--- config.mk ---
export PLATFORM = sky130hd
export DESIGN_NAME = simt_div_ctl
export DESIGN_NICKNAME = d
export VERILOG_FILES = /design/src/rtl/simt_div_pkg.sv /design/src/rtl/simt_rst_sync.sv /design/src/rtl/simt_div_stack.sv /design/src/rtl/simt_div_eval.sv /design/src/rtl/simt_div_ctl.sv
export SDC_FILE = /design/constraint.sdc
export NUM_CORES = 1
export LEC_CHECK = 0
export BUFFER_PORTS_ARGS = -buffer_cell sky130_fd_sc_hd__buf_2
export CORE_MARGIN = 8
export CORE_UTILIZATION = 50
export DETAILED_ROUTE_END_ITERATION = 8
export GPL_ROUTABILITY_DRIVEN = 0
export GPL_TIMING_DRIVEN = 0
export PLACE_DENSITY = 0.67
export SKIP_CTS_REPAIR_TIMING = 1
export SLEW_MARGIN = 10
export SYNTH_ARGS = -nofsm -noshare
export SYNTH_HDL_FRONTEND = slang
export SYNTH_SLANG_ARGS = --single-unit
export TNS_END_PERCENT = 1
--- constraint.sdc ---
create_clock -name clk -period 10.6 [get_ports clk]
set_input_delay 2.12 -clock clk [delete_from_list [all_inputs] [get_ports clk]]
set_output_delay 2.12 -clock clk [all_outputs]
set_load 0.02 [all_outputs]
--- src/rtl/simt_div_pkg.sv ---
package simt_div_pkg;

  // Outcome of classifying one issue cycle
  typedef enum logic [1:0] {
    BK_NONE    = 2'd0,
    BK_UNIFORM = 2'd1,
    BK_SPLIT   = 2'd2,
    BK_REFUSED = 2'd3
  } br_kind_e;

endpackage

--- src/rtl/simt_rst_sync.sv ---
module simt_rst_sync (
  input  logic clk,
  input  logic rst_n,
  output logic rst_sync_n
);

  logic [1:0] sync_q;

  always_ff @(posedge clk or negedge rst_n) begin
    if (!rst_n) sync_q <= 2'b00;
    else        sync_q <= {sync_q[0], 1'b1};
  end

  assign rst_sync_n = sync_q[1];

endmodule

--- src/rtl/simt_div_stack.sv ---
module simt_div_stack #(
  parameter int LANES = 32,
  parameter int PC_W  = 16,
  parameter int DEPTH = 8
) (
  input  logic             clk,
  input  logic             rst_n,
  input  logic             push_pair,
  input  logic             pop,
  input  logic [PC_W-1:0]  lo_pc,
  input  logic [LANES-1:0] lo_mask,
  input  logic [PC_W-1:0]  hi_pc,
  input  logic [LANES-1:0] hi_mask,
  input  logic [PC_W-1:0]  wr_rpc,
  output logic [PC_W-1:0]  top_pc,
  output logic [LANES-1:0] top_mask,
  output logic [PC_W-1:0]  top_rpc,
  output logic             empty,
  output logic             room2
);

  localparam int CW = $clog2(DEPTH + 1);
  localparam int AW = (DEPTH > 1) ? $clog2(DEPTH) : 1;

  logic [PC_W-1:0]  pc_q   [DEPTH];
  logic [LANES-1:0] mask_q [DEPTH];
  logic [PC_W-1:0]  rpc_q  [DEPTH];
  logic [CW-1:0]    cnt_q, cnt_d;
  logic             cnt_en;
  logic [AW-1:0]    top_idx;

  // Storage slots: the lower record lands at the current count,
  // the upper record right above it.
  for (genvar i = 0; i < DEPTH; i++) begin : g_slot
    logic wr_lo, wr_hi;
    assign wr_lo = push_pair && (cnt_q == CW'(i));
    assign wr_hi = push_pair && (cnt_q + CW'(1) == CW'(i));

    always_ff @(posedge clk) begin
      if (wr_lo) begin
        pc_q[i]   <= lo_pc;
        mask_q[i] <= lo_mask;
        rpc_q[i]  <= wr_rpc;
      end else if (wr_hi) begin
        pc_q[i]   <= hi_pc;
        mask_q[i] <= hi_mask;
        rpc_q[i]  <= wr_rpc;
      end
    end
  end

  always_comb begin
    cnt_d  = cnt_q;
    cnt_en = 1'b0;
    if (push_pair) begin
      cnt_d  = cnt_q + CW'(2);
      cnt_en = 1'b1;
    end else if (pop) begin
      cnt_d  = cnt_q - CW'(1);
      cnt_en = 1'b1;
    end
  end

  always_ff @(posedge clk or negedge rst_n) begin
    if (!rst_n)      cnt_q <= '0;
    else if (cnt_en) cnt_q <= cnt_d;
  end

  assign empty    = (cnt_q == '0);
  assign room2    = (int'(cnt_q) + 2 <= DEPTH);
  assign top_idx  = AW'(cnt_q - CW'(1));
  assign top_pc   = pc_q[top_idx];
  assign top_mask = mask_q[top_idx];
  assign top_rpc  = rpc_q[top_idx];

endmodule

--- src/rtl/simt_div_eval.sv ---
module simt_div_eval
  import simt_div_pkg::*;
#(
  parameter int LANES   = 32,
  parameter int PC_W    = 16,
  parameter int PC_STEP = 4
) (
  input  logic             br_valid,
  input  logic [LANES-1:0] br_pred,
  input  logic [PC_W-1:0]  br_target,
  input  logic [PC_W-1:0]  br_fall,
  input  logic [PC_W-1:0]  cur_pc,
  input  logic [LANES-1:0] act_mask,
  input  logic [PC_W-1:0]  top_pc,
  input  logic [LANES-1:0] top_mask,
  input  logic [PC_W-1:0]  top_rpc,
  input  logic             empty,
  input  logic             room2,
  output logic             pop,
  output logic             push_pair,
  output logic             ovf_evt,
  output logic             mask_en,
  output logic [LANES-1:0] mask_d,
  output logic [LANES-1:0] nt_mask,
  output logic [PC_W-1:0]  next_pc
);

  br_kind_e         kind;
  logic [LANES-1:0] tk_mask;

  assign tk_mask = br_pred & act_mask;
  assign nt_mask = ~br_pred & act_mask;
  assign pop     = !empty && (cur_pc == top_rpc);

  always_comb begin
    if (pop || !br_valid)                     kind = BK_NONE;
    else if (tk_mask == '0 || nt_mask == '0)  kind = BK_UNIFORM;
    else if (room2)                           kind = BK_SPLIT;
    else                                      kind = BK_REFUSED;
  end

  always_comb begin
    if (pop) next_pc = top_pc;
    else begin
      unique case (kind)
        BK_NONE:    next_pc = cur_pc + PC_W'(PC_STEP);
        BK_UNIFORM: next_pc = (tk_mask != '0) ? br_target : br_fall;
        default:    next_pc = br_target;
      endcase
    end
  end

  assign push_pair = (kind == BK_SPLIT);
  assign ovf_evt   = (kind == BK_REFUSED);
  assign mask_en   = pop || push_pair;
  assign mask_d    = pop ? top_mask : tk_mask;

endmodule

--- src/rtl/simt_div_ctl.sv ---
module simt_div_ctl #(
  parameter int LANES   = 32,
  parameter int PC_W    = 16,
  parameter int DEPTH   = 8,
  parameter int PC_STEP = 4
) (
  input  logic             clk,
  input  logic             rst_n,
  input  logic             br_valid,
  input  logic [LANES-1:0] br_pred,
  input  logic [PC_W-1:0]  br_target,
  input  logic [PC_W-1:0]  br_fall,
  input  logic [PC_W-1:0]  br_reconv,
  input  logic [PC_W-1:0]  cur_pc,
  output logic [LANES-1:0] active_mask,
  output logic [PC_W-1:0]  next_pc,
  output logic             overflow
);

  logic             rst_sync_n;
  logic             pop, push_pair, ovf_evt, mask_en, empty, room2;
  logic [LANES-1:0] mask_q, mask_d, nt_mask, top_mask;
  logic [PC_W-1:0]  top_pc, top_rpc;
  logic             ovf_q, ovf_d;

  simt_rst_sync i_rst_sync (
    .clk        (clk),
    .rst_n      (rst_n),
    .rst_sync_n (rst_sync_n)
  );

  simt_div_eval #(.LANES(LANES), .PC_W(PC_W), .PC_STEP(PC_STEP)) i_eval (
    .br_valid  (br_valid),
    .br_pred   (br_pred),
    .br_target (br_target),
    .br_fall   (br_fall),
    .cur_pc    (cur_pc),
    .act_mask  (mask_q),
    .top_pc    (top_pc),
    .top_mask  (top_mask),
    .top_rpc   (top_rpc),
    .empty     (empty),
    .room2     (room2),
    .pop       (pop),
    .push_pair (push_pair),
    .ovf_evt   (ovf_evt),
    .mask_en   (mask_en),
    .mask_d    (mask_d),
    .nt_mask   (nt_mask),
    .next_pc   (next_pc)
  );

  // Lower record restores the merged lanes, upper one resumes the
  // not-taken lanes; both retire at the same meeting address.
  simt_div_stack #(.LANES(LANES), .PC_W(PC_W), .DEPTH(DEPTH)) i_stack (
    .clk       (clk),
    .rst_n     (rst_sync_n),
    .push_pair (push_pair),
    .pop       (pop),
    .lo_pc     (br_reconv),
    .lo_mask   (mask_q),
    .hi_pc     (br_fall),
    .hi_mask   (nt_mask),
    .wr_rpc    (br_reconv),
    .top_pc    (top_pc),
    .top_mask  (top_mask),
    .top_rpc   (top_rpc),
    .empty     (empty),
    .room2     (room2)
  );

  assign ovf_d = ovf_q | ovf_evt;

  always_ff @(posedge clk or negedge rst_sync_n) begin
    if (!rst_sync_n)  mask_q <= '1;
    else if (mask_en) mask_q <= mask_d;
  end

  always_ff @(posedge clk or negedge rst_sync_n) begin
    if (!rst_sync_n) ovf_q <= 1'b0;
    else             ovf_q <= ovf_d;
  end

  assign active_mask = mask_q;
  assign overflow    = ovf_q;

endmodule

* Yosys cells after proc, flatten, opt, wreduce, memory -nomap -nowiden
Memories as Yosys holds them, arrays and structs flattened.
Index checks and enable logic that the tools add are counted.
** Word-level totals
- Bits in registers :: 39
- Logic and storage cells :: 236
- Input port bits :: 99
- Output and inout port bits :: 49
- Memories kept :: 3
- Memory bits (writable) :: 512
** Operators by class
- $lt $le $gt $ge :: 1
- Reductions and logical operators :: 48
- Equality and inequality tests :: 18
- Bitwise gates (word level) :: 28
- Multiplexer cells :: 129
- $add $sub $neg :: 5
** Memories
- i_stack.mask_q :: depth 8, bits a word 32, read ports 1, clocked after Yosys merged registers in 0, write ports 2, line simt_div_stack.sv:26 : logic [LANES-1:0] mask_q [DEPTH];
- i_stack.pc_q :: depth 8, bits a word 16, read ports 1, clocked after Yosys merged registers in 0, write ports 2, line simt_div_stack.sv:25 : logic [PC_W-1:0] pc_q [DEPTH];
- i_stack.rpc_q :: depth 8, bits a word 16, read ports 1, clocked after Yosys merged registers in 0, write ports 2, line simt_div_stack.sv:27 : logic [PC_W-1:0] rpc_q [DEPTH];
** Operators by type and width (number)
- $mux 16 :: 30
- $mux 32 :: 15
- $reduce_or 16->1 :: 12
- $reduce_or 32->1 :: 6
- $and 32x32->32 :: 2
- $logic_not 32->1 :: 2
- $mux 1 :: 61
- $mux 3 :: 18
- $eq 4x3->1 const B :: 8
- $le 32x5->1 const B :: 1
- $not 32->32 :: 1
- $pmux 16 s2 :: 1
- $reduce_bool 32->1 :: 1
- $or 1x1->1 :: 25
- $logic_and 1x1->1 :: 17
- $add 16x3->16 const B :: 1
- $eq 16x16->1 :: 1
- $eq 4x2->1 const B :: 4
- $eq 4x1->1 const B :: 2
- $logic_not 4->1 :: 2
- $mux 4 :: 2
- $add 4x2->5 const B :: 1
- $add 4x1->4 const B :: 1
- $add 4x2->4 const B :: 1
- 9 further kinds :: 14

* Depth between registers and ports, before layout
Gate-level depths: netlist of the first run.
- Depth after elaboration :: 16
- Depth in mapped cells :: 18
- Gate-level depth less buffers :: 10

* By module
Synthesis of the first run repeated with hierarchy kept, for this count alone.
** Second synthesis, totals
- Cells, all modules :: 1607
- Area total of the unflattened synthesis :: 27714.1 um2
** Modules (own cells, without submodules)
- simt_div_stack :: area an instance 24420.9 um2, sequential area each 15474.8 um2, cells each 1238, times used 1
- simt_div_eval :: area an instance 1823.0 um2, sequential area each 0.0 um2, cells each 296, times used 1
- simt_div_ctl :: area an instance 1416.4 um2, sequential area each 865.8 um2, cells each 70, times used 1
- simt_rst_sync :: area an instance 53.8 um2, sequential area each 50.0 um2, cells each 3, times used 1

* Worst setup path before layout of the first run
No wires, ideal clock.
- Path kind :: input to register
- Start :: input br_pred[13]
- End :: memory i_stack.mask_q[1][0], enable pin
- Path slack :: 1.752 ns
- Stages :: 8
- Buffers on the path :: 3
- Required time :: 10.018 ns
- Arrival time :: 8.266 ns
- Setup time :: 0.582 ns
- Cells stage by stage :: clkbuf_1 -> o22ai_1 -> nor4_1 -> a311o_1 -> or2_1 -> clkbuf_1 -> clkbuf_1 -> a211oi_1
** RTL lines
- start: declaration :: line simt_div_ctl.sv:10 : input logic [LANES-1:0] br_pred,
- end: declaration :: line simt_div_stack.sv:26

* Worst setup path in the final report of the first run
- Start :: register i_stack.cnt_q[0]
- End :: output next_pc[2]
** On the way
- Word-level cells in the longest chain between the ends :: 9
- Elaborated cells on any way between the ends :: 17
- Those cells by class :: 2 x add/sub; 1 x order compare; 2 x eq/ne; 5 x mux; 5 x reduce/logical; 2 x memory
** RTL lines
- start: declaration :: line simt_div_stack.sv:28 : logic [CW-1:0] cnt_q, cnt_d;
- start signal: assignment :: line simt_div_stack.sv:66 : else if (cnt_en) cnt_q <= cnt_d;
- parallel branches: the longest is 8 deep, another holds $le 32x5->1
- $mux 16 (*) :: line simt_div_eval.sv:43 : if (pop) next_pc = top_pc;
- end: declaration :: line simt_div_ctl.sv:16 : output logic [PC_W-1:0] next_pc,
Mark *: on every way between the ends.

==> results of run 1 <==
[cells by family after synthesis]
group	after synthesis	share of synthesized area, %
and+or+nand+nor	165	3.369
DFF	551	62.69
xor gates and xnor gates	40	1.440
other	1	0.01434
muxes	377	20.42
buffers and inverters	177	2.852
AOI/OAI and AO/OA	377	8.738
adders and majority gates	10	0.4785
[cell type report]
class                   instances  area [um2]  area share, %
diodes                          1       2.502       0.008214
plain buffers                 150       644.4          2.115
clock buffers                  76        1549          5.084
clock inverters                30       414.1          1.359
inverters                      27       101.3         0.3326
multi-input cells             970        9109          29.90
flip-flops and latches        551       16390          53.80
well taps                     688       860.8          2.825
repair buffers                185        1394          4.575
[cells in the final DEF (no fill, tap or decap), drive strengths merged, types with 3 or more instances in the layout]
| master | Yosys | routed |
|---|---|---|
| a211oi | 7 | 7 |
| a21boi | 97 | 97 |
| a21oi | 177 | 177 |
| a22oi | 19 | 19 |
| a32oi | 4 | 4 |
| and2 | 4 | 4 |
| and3 | 6 | 6 |
| buf | 55 | 240 |
| bufinv | 0 | 10 |
| clkbuf | 95 | 171 |
| clkinv | 20 | 37 |
| clkinvlp | 0 | 3 |
| dfrtp | 7 | 7 |
| dfstp | 32 | 32 |
| edfxtp | 512 | 512 |
| ha | 10 | 10 |
| inv | 7 | 7 |
| mux2 | 131 | 131 |
| mux2i | 134 | 134 |
| mux4 | 112 | 112 |
| nand2 | 52 | 52 |
| nand2b | 12 | 12 |
| nand3 | 14 | 14 |
| nand3b | 6 | 6 |
| nand4 | 11 | 11 |
| nand4b | 4 | 4 |
| nor2 | 22 | 22 |
| nor2b | 3 | 3 |
| nor3 | 11 | 11 |
| nor3b | 12 | 12 |
| nor4 | 5 | 5 |
| o2111ai | 4 | 4 |
| o21ai | 45 | 45 |
| o22ai | 11 | 11 |
| xnor2 | 16 | 16 |
| xor2 | 24 | 24 |
[worst reg2reg max path, cell delays in order (launching register included)]
cell	delay [ps]
dfrtp_1	440
buf_2	310
buf_2	300
inv_1	220
ha_1	340
buf_2	260
buf_1	500
clkbuf_1	750
nor3_1	120
mux2i_1	170
nand4_1	120
xor2_1	340
nand3_1	190
nor3_4	400
and2_1	200
clkbuf_1	860
a211oi_4	250
buf_8	250
buf_8	160
buf_8	170
[state kept, by name, summed over array words and instances (netlist names)]
signal / flops
i_stack.mask_q: 256
overflow: 1
i_stack.rpc_q: 128
i_stack.cnt_q: 4
i_stack.pc_q: 128
i_rst_sync.sync_q: 2
active_mask: 32
[power by group through the flow]
| stage | Combinational [uW] | Clock [uW] | Sequential [uW] |
|---|---|---|---|
| 2_1_floorplan | 65.6 | 0 | 2410 |
| 3_3_place_gp | 135 | 0 | 2410 |
| 3_5_place_dp | 142 | 0 | 2410 |
| 4_1_cts | 143 | 2130 | 2360 |
| 5_1_grt | 155 | 2200 | 2360 |
| 6_report | 144 | 2120 | 2360 |
[stage by stage]
stage / instances / setup TNS (ps) / hold slack (ps) / instance area, um2 / total power [uW]
2_1_floorplan: 1698 / 0 / 331.2 / 26150 / 2473
3_3_place_gp: 2528 / -1748810 / 336.1 / 27720 / 2544
3_5_place_dp: 2571 / 0 / 291.3 / 28500 / 2549
4_1_cts: 2677 / 0 / 280.3 / 30460 / 4636
5_1_grt: 2677 / 0 / 287.9 / 30460 / 4716
6_report: 2678 / 0 / 261.2 / 30470 / 4625
[per-layer routing]
layer | up-vias | part of all wire [%] | track usage, % | wire length [um]
met5 | - | 0.017 | 0 | 13
met4 | 2 | 3.5 | 10.15 | 2744
met3 | 170 | 8.9 | 3.880 | 6942
met2 | 912 | 48 | 40.64 | 37110
met1 | 8641 | 40 | 35.00 | 30830
li1 | 7166 | - | - | -
[path summary, 6_finish.rpt]
check | startpoint | endpoint | cells after the start
worst max-delay path | i_stack.cnt_q[0]$_DFFE_PN0P_ | next_pc[2] | 17
worst min register to register | i_rst_sync.sync_q[1]$_DFF_PN0_ | overflow$_DFF_PN0_ | 0
min in group clk | i_rst_sync.sync_q[0]$_DFF_PN0_ | i_rst_sync.sync_q[1]$_DFF_PN0_ | 0
max in group asynchronous | rst_n | i_rst_sync.sync_q[1]$_DFF_PN0_ | 1
worst max register to register | i_stack.cnt_q[0]$_DFFE_PN0P_ | i_stack.rpc_q[6][10]$_DFFE_PP_ | 19
worst min-delay path | i_rst_sync.sync_q[1]$_DFF_PN0_ | overflow$_DFF_PN0_ | 0
==> impl_results.md, run 1 <==
* Status: finished clean
* Sw Ratio at 20.52%
* Number of global-route vias before repair at 17010
* 1st-iter DRT viols at 1893
* Post-Syn Area at 0.02615 mm2
* PwrDens at 151.8 mW/mm2
* DP Wirelength at 51770 um
* IO buf count at 142
* Sequential cell area fraction in the yosys report at 62.69%
* #FFs+latches synth at 551
* Top cells by count, synth: 512 x edfxtp_1, 177 x a21oi_1, 134 x mux2i_1
* Max Cap Viol at 0
* H-tree depth at 2
* Most frequent cell after synthesis: edfxtp_1
* Std cell rows at 84
* Post-Syn Area per Cell at 15.40 um2
* Crit share post-route at 83.36%
* Drt total wl at 77650 um
* Final-report setup violation count at 0
* Fin util at 58.44%
* Die width at 244.7 um
* Pre-antenna DRT Iters at 5
* Setup WS pre-CTS at 2395 ps
* Crit-path leading delay family: buffers and inverters
* Post-synth EDFFs at 512
* Buffer and inverter count on the worst path at 8
* Max-slew headroom at 15.73%
* Synth warnings at 0
* Switch Pwr at 949.0 uW
* Clk pwr share at 45.8%
* Share of cells above drive strength 1 at 28.10%
* Power Internal at 3676 uW
* Area Overhead vs Synth at 16.52%
* Total track usage at 25.44%
* Post-Syn Instances at 1698
* Largest stage delay on the critical path at 860 ps
* Fin Clk Skew at 39.52 ps
* Num CTS Buffers at 56
* Clk slew on worst S/H paths at 70 ps
* Final WS setup at 1763 ps
* RSZ-0062 raised after global routing: false
* Root Driver: clkbuf_16
* Avg WL per Cell at 28.99 um
* First-pass GRT wire length at 112200 um
* Routed vias/inst at 6.307
* Worst-Margin Slew at 1264 ps
* CP max FO at 10
* Yosys top cell area share at 58.80%
* Nets at 2050
* # IOs at 148
* Fin. max-slew vios at 0
* Post-route DRC at 0
* Global route overflow at 0
* Die span in y at 244.7 um
* Most used cell, CP: buf_2
* Area leader, netlist: edfxtp_1
* CP cell instances: buf_2 > buf_2 > inv_1 > ha_1 > buf_2 > buf_1 > clkbuf_1 > nor3_1 > mux2i_1 > nand4_1 > xor2_1 > nand3_1 > nor3_4 > and2_1 > clkbuf_1 > a31oi_1 > buf_2
* Sink Count at 551
* Critical path endpoint category: output pin
* FF-to-FF setup slack at 3990 ps
* HP Class: register to async pin
* Die ar. at 0.05987 mm2
* Arrival time worst endpoint at 6720 ps
* Max Clock Freq at 113.2 MHz
* Synth top area cells: edfxtp_1 59%, mux4_2 9.6%, mux2i_1 5.1%
* CTS tree: done
* Initial antenna violation count at 1
* # fillers at 4121
* Post-DRT Antenna Nets at 0
* Period minus WS final at 8837 ps
* Async set or reset register ratio after synthesis at 7.078%
* Synth Net Count at 1807
* Core area at 0.05213 mm2
* Main synth FF type: edfxtp_1
* Leakage at 0.01075 uW
* Sequential share of power at 51.1%
* Largest net degree at the start of global routing at 44
* Critical Path RT at 8480 ps
* Final Hold Viols at 0
* CP max stage cell: clkbuf_1
* Setup crit start kind: register
* Peak supply drop at 106.7 uV
* Starting Density at 50.16%
* Distinct cell type count after synthesis at 58
* Clock latency at the later pin of the worst-skew pair at 630 ps
* WS Path Type: register to output pin
* Clock Path Buffers at 3
* Logic pwr share at 3.1%
* Via Count at 16890
No activity file was read; power rests on OpenSTA's default activity.
==> run 2: changes to the inputs <==
--- a/config.mk
+++ b/config.mk
@@ -11,7 +11,7 @@
 export DETAILED_ROUTE_END_ITERATION = 8
 export GPL_ROUTABILITY_DRIVEN = 0
 export GPL_TIMING_DRIVEN = 0
-export PLACE_DENSITY = 0.67
+export PLACE_DENSITY = 0.7
 export SKIP_CTS_REPAIR_TIMING = 1
 export SLEW_MARGIN = 10
 export SYNTH_ARGS = -nofsm -noshare
==> constraint.sdc (replaced) <==
create_clock -name clk -period 7.29 [get_ports clk]
set_input_delay 1.458 -clock clk [delete_from_list [all_inputs] [get_ports clk]]
set_output_delay 1.458 -clock clk [all_outputs]
set_load 0.02 [all_outputs]
==> impl_results.md, run 2 (synthesized netlist as in run 1, its figures left out) <==
* Die ar. at 0.05987 mm2
* Fin util at 58.20%
* Initial antenna violation count at 2
* Commonest non-fill, non-tap cell in the layout: edfxtp_1
* GR peak layer: met2
* First-pass GRT wire length at 113800 um
* CP max FO at 10
* Final-report setup violation count at 0
* Num CTS Buffers at 55
* Ant. Diodes at 0
* CP max stage cell: dfrtp_1
* Max-slew headroom at 18.79%
* GR Util met2 at 41.52%
* Commonest non-fill, non-tap cells in the layout: 512 x edfxtp_1, 177 x buf_2, 177 x a21oi_1
* Biggest register: i_stack.mask_q
* Crit share post-route at 96.81%
* Die span in y at 244.7 um
* Max Cap Viol at 0
* Share of cells above drive strength 1 at 28.52%
* DP Wirelength at 52150 um
* Pre-antenna DRT Iters at 6
* Setup crit start kind: register
* Post-route DRC at 0
* Die width at 244.7 um
* Post-DRT Antenna Nets at 0
* Design Area, Final at 0.03034 mm2
* RSZ-0062 raised after global routing: false
* Non-Filler Instances at 2676
* Fin. max-slew vios at 0
* Max reg flops at 256
* Status: finished clean
* Number of global-route vias before repair at 17110
* Std cell rows at 84
* CP cell instances: clkbuf_4 > buf_2 > inv_1 > ha_1 > buf_2 > clkbuf_2 > clkbuf_4 > nor3_1 > mux2i_1 > nand4_1 > xor2_1 > nand3_1 > nor3_4 > and2_1 > clkbuf_4 > buf_4 > mux2i_1 > buf_2
* Routed vias/inst at 6.339
* Clock latency at the later pin of the worst-skew pair at 620 ps
* Worst-Margin Slew at 1218 ps
* Global Route met1 Usage at 34.47%
* Root Driver: clkbuf_16
* Global route overflow at 0
* Critical Path RT at 5830 ps
* Met3 Use GR at 5.130%
* H-tree depth at 2
* Crit-path leading delay family: buffers and inverters
* CTS tree: done
* Peak supply drop at 154.5 uV
* Fin Clk Skew at 32.02 ps
* # IOs at 148
* Period minus WS final at 7057 ps
* Final Hold Viols at 0
* Area Overhead vs Synth at 16.04%
* Clock Path Buffers at 3
* Largest net degree at the start of global routing at 40
* Largest stage delay on the critical path at 440 ps
* Nets at 2055
* Avg WL per Cell at 29.07 um
* Max Clock Freq at 141.7 MHz
* Arrival time worst endpoint at 5600 ps
* Clk slew on worst S/H paths at 60 ps
* Placed cells at 2573
* Core area at 0.05213 mm2
* IO buf count at 142
* Total track usage at 25.69%
* Via Count at 16960
* Area after DPL at 0.02853 mm2
* WS Path Type: register to output pin
* Largest registers: i_stack.mask_q x256, i_stack.pc_q x128, i_stack.rpc_q x128
* Critical path endpoint category: output pin
* HP Class: register to async pin
* 1st-iter DRT viols at 2176
* Drt total wl at 77780 um
* # fillers at 4061
* Leakage at 0.01071 uW
* Starting Density at 50.16%
* PwrDens at 212.0 mW/mm2
* Sink Count at 551
* Buffer and inverter count on the worst path at 9
run 2: final timing paths:
check	startpoint	to	slack, ps	cells after the start
max in group asynchronous	i_rst_sync.sync_q[1]$_DFF_PN0_	active_mask[24]$_DFFE_PN1P_	6400	1
setup / recovery	i_stack.cnt_q[0]$_DFFE_PN0P_	next_pc[15]	230	18
min in group clk	i_rst_sync.sync_q[0]$_DFF_PN0_	i_rst_sync.sync_q[1]$_DFF_PN0_	350	0
hold reg to reg	i_rst_sync.sync_q[1]$_DFF_PN0_	i_stack.cnt_q[1]$_DFFE_PN0P_	240	0
hold / removal	i_rst_sync.sync_q[1]$_DFF_PN0_	i_stack.cnt_q[1]$_DFFE_PN0P_	240	0
setup reg to reg	i_stack.cnt_q[0]$_DFFE_PN0P_	i_stack.mask_q[7][15]$_DFFE_PP_	1630	16
run 2: power by group:
part	internal, uW	switching [uW]
Combinational	72.1	136
Clock	1580	1210
Sequential	3430	2.64
run 2: per-stage QoR:
stage	TNS [ps]	setup slack (ps)	total power, uW	hold WS (ps)
after CTS	-4374	-502.9	6450	245.2
after floorplan	-379120	-1052	3595	331.2
after global placement	-3077150	-8031	3696	335.7
after global routing	0	21.52	6571	254.4
final	0	232.5	6431	241.4
after detailed placement	0	174.8	3704	238.2
run 2: layer usage:
metal	routed length [um]	vias to the layer above
met5	15	-
met4	2976	2
met3	8281	168
met2	37200	1078
met1	29310	8524
li1	-	7191
run 2: area by class of cell:
cell class | instances | area [um2] | area share (%)
multi-input combinational | 970 | 9120 | 30.06
inverter | 27 | 101.3 | 0.3340
clock inverter | 36 | 315.3 | 1.039
buffer | 149 | 659.4 | 2.173
timing repair buffer | 192 | 1464 | 4.825
sequential | 551 | 16390 | 54.03
tap | 688 | 860.8 | 2.837
clock buffer | 63 | 1426 | 4.701
